`src/rtl/bt_pkg.sv`:
```
package bt_pkg;
  localparam int OFF_W    = 24;
  localparam int LINK_BIT = 24;
  localparam int TAG_LO   = 25;
  localparam int TAG_HI   = 27;
  localparam int TAG_W    = TAG_HI - TAG_LO + 1;
  localparam logic [TAG_W-1:0] BR_TAG = 3'b101;

  typedef struct packed {
    logic             is_branch;
    logic             link;
    logic [OFF_W-1:0] off;
  } bt_fields_t;
endpackage

```
`src/rtl/bt_decode.sv`:
```
module bt_decode
  import bt_pkg::*;
#(
  parameter int XLEN = 32
) (
  input  logic [XLEN-1:0] instr,
  output bt_fields_t      fields
);
  // condition field is evaluated elsewhere; kept visibly unused here
  logic unused_cond;
  assign unused_cond = ^instr[XLEN-1:TAG_HI+1];

  always_comb begin
    fields.is_branch = (instr[TAG_HI:TAG_LO] == BR_TAG);
    fields.link      = instr[LINK_BIT];
    fields.off       = instr[OFF_W-1:0];
  end
endmodule

```
`src/rtl/bt_target.sv`:
```
module bt_target #(
  parameter int XLEN     = 32,
  parameter int OFF_W    = 24,
  parameter int SHIFT    = 2,
  parameter int PIPE_ADJ = 8,
  parameter int STEP     = 4
) (
  input  logic [XLEN-1:0]  pc,
  input  logic [OFF_W-1:0] off,
  output logic [XLEN-1:0]  target,
  output logic [XLEN-1:0]  seq
);
  localparam int DISP_W = OFF_W + SHIFT;
  localparam logic [XLEN-1:0] ADJ  = PIPE_ADJ;
  localparam logic [XLEN-1:0] STP  = STEP;

  logic [XLEN-1:0] disp;

  assign disp   = {{(XLEN-DISP_W){off[OFF_W-1]}}, off, {SHIFT{1'b0}}};
  assign target = pc + ADJ + disp;
  assign seq    = pc + STP;
endmodule

```
`src/rtl/bt_unit.sv`:
```
module bt_unit
  import bt_pkg::*;
#(
  parameter int XLEN     = 32,
  parameter int SHIFT    = 2,
  parameter int PIPE_ADJ = 8,
  parameter int STEP     = 4
) (
  input  logic            clk,
  input  logic            rst,
  input  logic [XLEN-1:0] instr,
  input  logic [XLEN-1:0] pc,
  input  logic            cond_ok,
  output logic [XLEN-1:0] next_pc,
  output logic            taken,
  output logic            link_we,
  output logic [XLEN-1:0] link_addr
);
  bt_fields_t      f;
  logic [XLEN-1:0] tgt;
  logic [XLEN-1:0] seq;
  logic            go;
  logic            call;

  bt_decode #(.XLEN(XLEN)) u_dec (
    .instr  (instr),
    .fields (f)
  );

  bt_target #(
    .XLEN(XLEN), .OFF_W(OFF_W), .SHIFT(SHIFT),
    .PIPE_ADJ(PIPE_ADJ), .STEP(STEP)
  ) u_tgt (
    .pc     (pc),
    .off    (f.off),
    .target (tgt),
    .seq    (seq)
  );

  assign go   = f.is_branch & cond_ok;
  assign call = go & f.link;

  always_ff @(posedge clk) begin
    if (rst) begin
      next_pc   <= '0;
      taken     <= 1'b0;
      link_we   <= 1'b0;
      link_addr <= '0;
    end else begin
      next_pc   <= go ? tgt : seq;
      taken     <= go;
      link_we   <= call;
      link_addr <= call ? seq : '0;
    end
  end
endmodule

```
`config.mk`:
```
export PLATFORM = sky130hd
export DESIGN_NAME = bt_unit
export DESIGN_NICKNAME = d
export VERILOG_FILES = /design/src/rtl/bt_pkg.sv /design/src/rtl/bt_decode.sv /design/src/rtl/bt_target.sv /design/src/rtl/bt_unit.sv
export SDC_FILE = /design/constraint.sdc
export NUM_CORES = 1
export LEC_CHECK = 0
export ABC_AREA = 1
export BUFFER_PORTS_ARGS = -buffer_cell sky130_fd_sc_hd__clkbuf_2
export CAP_MARGIN = 20
export CORE_MARGIN = 2
export CORE_UTILIZATION = 40
export DETAILED_ROUTE_END_ITERATION = 12
export GPL_ROUTABILITY_DRIVEN = 0
export PLACE_DENSITY = 0.74
export SYNTH_ARGS = -nofsm -noshare
export SYNTH_HDL_FRONTEND = slang
export SYNTH_SLANG_ARGS = --single-unit
export TNS_END_PERCENT = 100
```
`constraint.sdc`:
```
create_clock -name clk -period 7.9 [get_ports clk]
set_clock_uncertainty 0.2 [all_clocks]
set_input_delay 2.37 -clock clk [delete_from_list [all_inputs] [get_ports clk]]
set_output_delay 2.37 -clock clk [all_outputs]
set_load 0.02 [all_outputs]
```
Word-level counts from Yosys, hierarchy flattened. Cells that the tools add are included.

Output and inout bits: 66. Bits of input ports: 67. Register bits: 66.

Add/sub/neg operators: 3. Reductions and logical operators: 1. Mux-type cells: 1. Bitwise logic cells: 3. Equality and inequality tests: 1.

Operator list (count): $add 32x3->32 const B (1); $add 32x32->32 (1); $add 32x4->32 const B (1); $mux 32 (1); $eq 3x3->1 const B (1); $and 1x1->1 (2); $reduce_or 2->1 (1); $not 1->1 (1).

Longest topological paths before layout.
Depth after elaboration: 5. Gate-level depth with buffers: 15. Mapped depth without buffers: 15.

Cells and area by module. A second synthesis with hierarchy kept.

Cells, all modules: 919. Area, all modules: 5669.2 um^2.

Modules (own cells, without submodules): bt_target (instances 1, cells an instance 616, area each 3325.7 um^2); bt_unit (instances 1, cells an instance 276, area each 2145.8 um^2); bt_decode (instances 1, cells an instance 27, area each 197.7 um^2).

Worst setup path after synthesis. OpenSTA, ideal clock, no wires.

Kind: input to register. Start point: input instr[1]. End point: register next_pc[11]. Buffers on the path: 0. Path slack: 3.487 ns. Stages: 12. Data arrival time: 4.095 ns. Setup time: 0.118 ns. Cells stage by stage: inv_1 > ha_1 > inv_1 > ha_1 > fa_1 > nand3_1 > nand3_1 > nand2_1 > nand3_1 > or2_2 > nand3_1 > o21ai_1.

Longest elaborated chain between the ends: 2.

Ends and longest elaborated chain: start: declaration (RTL line bt_unit.sv:11) `input logic [XLEN-1:0] instr,`; $add 32x32->32 (RTL line bt_target.sv:20) `assign target = pc + ADJ + disp;`; $mux 32 (RTL line bt_unit.sv:50) `next_pc <= go ? tgt : seq;`; end signal: assignment (RTL line bt_unit.sv:50); end: declaration (RTL line bt_unit.sv:14) `output logic [XLEN-1:0] next_pc,`.

No other way between the ends. A chain may end at the register's enable or synchronous reset.

Worst setup path in the final report.
Start point: input pc[3]. End point: register next_pc[11].

Longest elaborated chain between the ends: 3. Elaborated cells on any way between the ends: 4. Classes of those cells: 3 x add/sub; 1 x mux.

Ends and longest elaborated chain: start: declaration (RTL line bt_unit.sv:12) `input logic [XLEN-1:0] pc,`; $add 32x4->32 (RTL line bt_target.sv:20); $add 32x32->32 (RTL line bt_target.sv:20); $mux 32 (*) (RTL line bt_unit.sv:50).

Every way passes the cells marked *; elsewhere a longest branch is shown, timed or not.

==> flow_summary.yaml <==
placement:
  placed_area_um2: 5970
  post-dp-hpwl_mm: 12.8
  portBuffers: 128
power_and_ir_drop:
  power.static_leakage_nw: 3.63
  powerDensity_nw_per_um2: 168
  ir_drop_uv: 136
  fin_total_pwr_mw: 1.06
die:
  die_area_um2: 13700
  die_x_um: 117
  die_y_um: 117
  core_um2: 12600
  initial_core_util_pct: 40.8
  num_rows: 41
  io_pins: 133
sta:
  tns_ps: 0
  slew_headroom_pct: 48.2
  fin_crit_ps: 4540
  setup_viol: 0
  rsz0062_at_grt: "false"
  fin_crit_sh_pct: 57.4
  maxSlewViolCount: 0
  clock.fmax_ghz: 0.220
  tightest_slew_ps: 775
  hold_violations: 0
clock_tree:
  clockBufferDepth: 2
  cts_root_buf: "clkbuf_16"
  post_cts_buffers: 0
  cts_resized: 0
  clock_sinks: 66
  htree_num_levels: 3
  cts_inserted_buffers: 9
  cts.reportedPaths.clkPinSlew_ps: 50
  cts_tree: "yes"
  hold_buffers: 0
route:
  vias: 5474
  drt_iter0_drc: 406
  viasPerCell: 4.82
  drc: 0
  ant_nets: 0
  wire_per_inst_um: 13.4
  dr.pass1.iters: 5
  routed_wl_mm: 15.2
synth:
  synth-seq-area-share_pct: 25.8
  syn_inst: 823
  async_flop_share_pct: 0
  syn_area_um2: 5130
  syn_nets: 949
  ys.flop_type: "dfxtp_1"
  synth_edf_count: 0
  ys_ff_latch: 66
  synth_cell_types: 32
  yosys_warnings: 0
  syn_avg_cell_area_um2: 6.23
critical_path:
  cpMostUsedCell: "nand3_1"
  critical-path-slowest-cell: "fa_1"
  critical_path_required_ps: 7900
  critPathKind: "in2reg"
  crit_path_start_kind: "input port"
  crit_arrival_ps: 4530
  cp_max_fo: 4
  slowest_delay_ps: 450
  path_cells: "clkbuf_2, inv_1, ha_1, inv_1, ha_1, fa_1, nand3_1, nand3_1, nand2_1, nand3_1, or2_2, nand3_1, o21ai_1"
  endpoint_kind: "flip-flop"
grt:
  first_global_vias: 5060
  grt_overflow_total: 0
  grt_usage_pct: 22.8
  grt_pass1_wl_mm: 24.1
  antenna_found_initial: 0
  grt_start_max_net_pins: 26
final_layout:
  multi_input_area_um2: 3260
  fin_area_um2: 6290
  diodes: 0
  syn_to_final_growth_pct: 22.7
  seqCellArea_um2: 1320
  nNetsFinal: 1084
  drive_above_1_share_pct: 17.0
  num-fill-cells: 1306
run_status:
  status: "finished, final reports clean"
job:
  drv_cap: 0
hold_path:
  hp-class: "in2reg"
## path summary, 6_finish.rpt
kind,from,end,depth (start not counted),slack [ps]
setup / recovery,pc[3],next_pc[11],13,3360
hold / removal,pc[1],next_pc[1],3,2060
## where the power goes
part	internal [mW]	switching (mW)	leakage [nW]
registers	0.346	0.00338	0.541
logic	0.0994	0.193	2.92
clock network	0.282	0.136	0.162
## kinds of logic (layout without fill, tap and decap cells)
| logic type | count (synthesis) | count (layout) | share of synthesized area (%) |
|---|---|---|---|
| xor+xnor | 25 | 25 | 4.27 |
| compound gates | 58 | 58 | 5.83 |
| simple gates | 471 | 471 | 38.9 |
| buf+inv | 144 | 284 | 10.6 |
| fa+ha+maj | 59 | 59 | 14.5 |
| flops | 66 | 66 | 25.8 |
## metal layers
layer	global-route usage [%]	share of wire [%]
met3	2.63	6.6
met4	10.6	2.9
met5	0	0
met2	37.5	46
met1	29.9	45
## cell usage in the layout (no fill, tap or decap), types with 3 or more instances in the layout
cell type / synthesis / routed
nand3b_1: 6 / 6
nor2_1: 91 / 91
and2_1: 5 / 5
xor2_1: 16 / 16
o21ai_0: 19 / 19
inv_1: 136 / 136
clkinv_2: 0 / 4
nand4_1: 12 / 12
nand2_1: 281 / 281
xnor2_1: 9 / 9
nor2_2: 5 / 5
clkbuf_2: 0 / 128
clkbuf_16: 0 / 9
dfxtp_1: 66 / 66
o21ai_1: 5 / 5
nand3_1: 50 / 50
nor3_1: 5 / 5
o22ai_1: 3 / 3
ha_1: 58 / 58
a21oi_1: 29 / 29
nand3_2: 3 / 3
## state kept, by name (all words and copies together) (netlist names)
register   count
link_addr     32
next_pc       32
taken          1
link_we        1
## cells in the mapped netlist (3+ instances only)
cell type  count  area [um^2]
nand2_1      281         1050
inv_1        136          510
nor2_1        91          342
dfxtp_1       66         1320
ha_1          58          726
nand3_1       50          250
a21oi_1       29          145
o21ai_0       19         95.1
xor2_1        16          140
nand4_1       12         75.1
xnor2_1        9         78.8
nand3b_1       6         45.0
and2_1         5         31.3
nor2_2         5         31.3
nor3_1         5         25.0
o21ai_1        5         25.0
buf_2          4         20.0
nand3_2        3         30.0
o22ai_1        3         18.8
## cell type report
cell class,instances,share of cell area [%]
Multi-Input combinational cell,613,51.8
Clock buffer,10,3.80
Clock inverter,6,1.27
Tap cell,172,3.42
Timing Repair Buffer,130,10.4
Sequential cell,66,21.0
Inverter,138,8.24
## stage by stage
step | util (%) | hold WS [ps] | setup WS (ps) | std cells
final | 50.0 | 2060 | 3360 | 1135
after global placement | 47.5 | 2390 | 3070 | 1119
after CTS | 50.0 | 2050 | 3380 | 1135
after floorplan | - | 2240 | 3490 | 823
after global routing | 50.0 | 2080 | 3150 | 1135
after detailed placement | 47.5 | 2400 | 3050 | 1119
## critical path: cells and delay by family
| kind | cells | cell delay (ps) |
|---|---|---|
| adder cells (fa/ha/maj) | 3 | 940 |
| AND/OR/NAND/NOR | 6 | 930 |
| buffers and inverters | 3 | 200 |
| AO/OA/AOI/OAI | 1 | 90 |
Note: power is estimated with default switching activity, not from simulation.
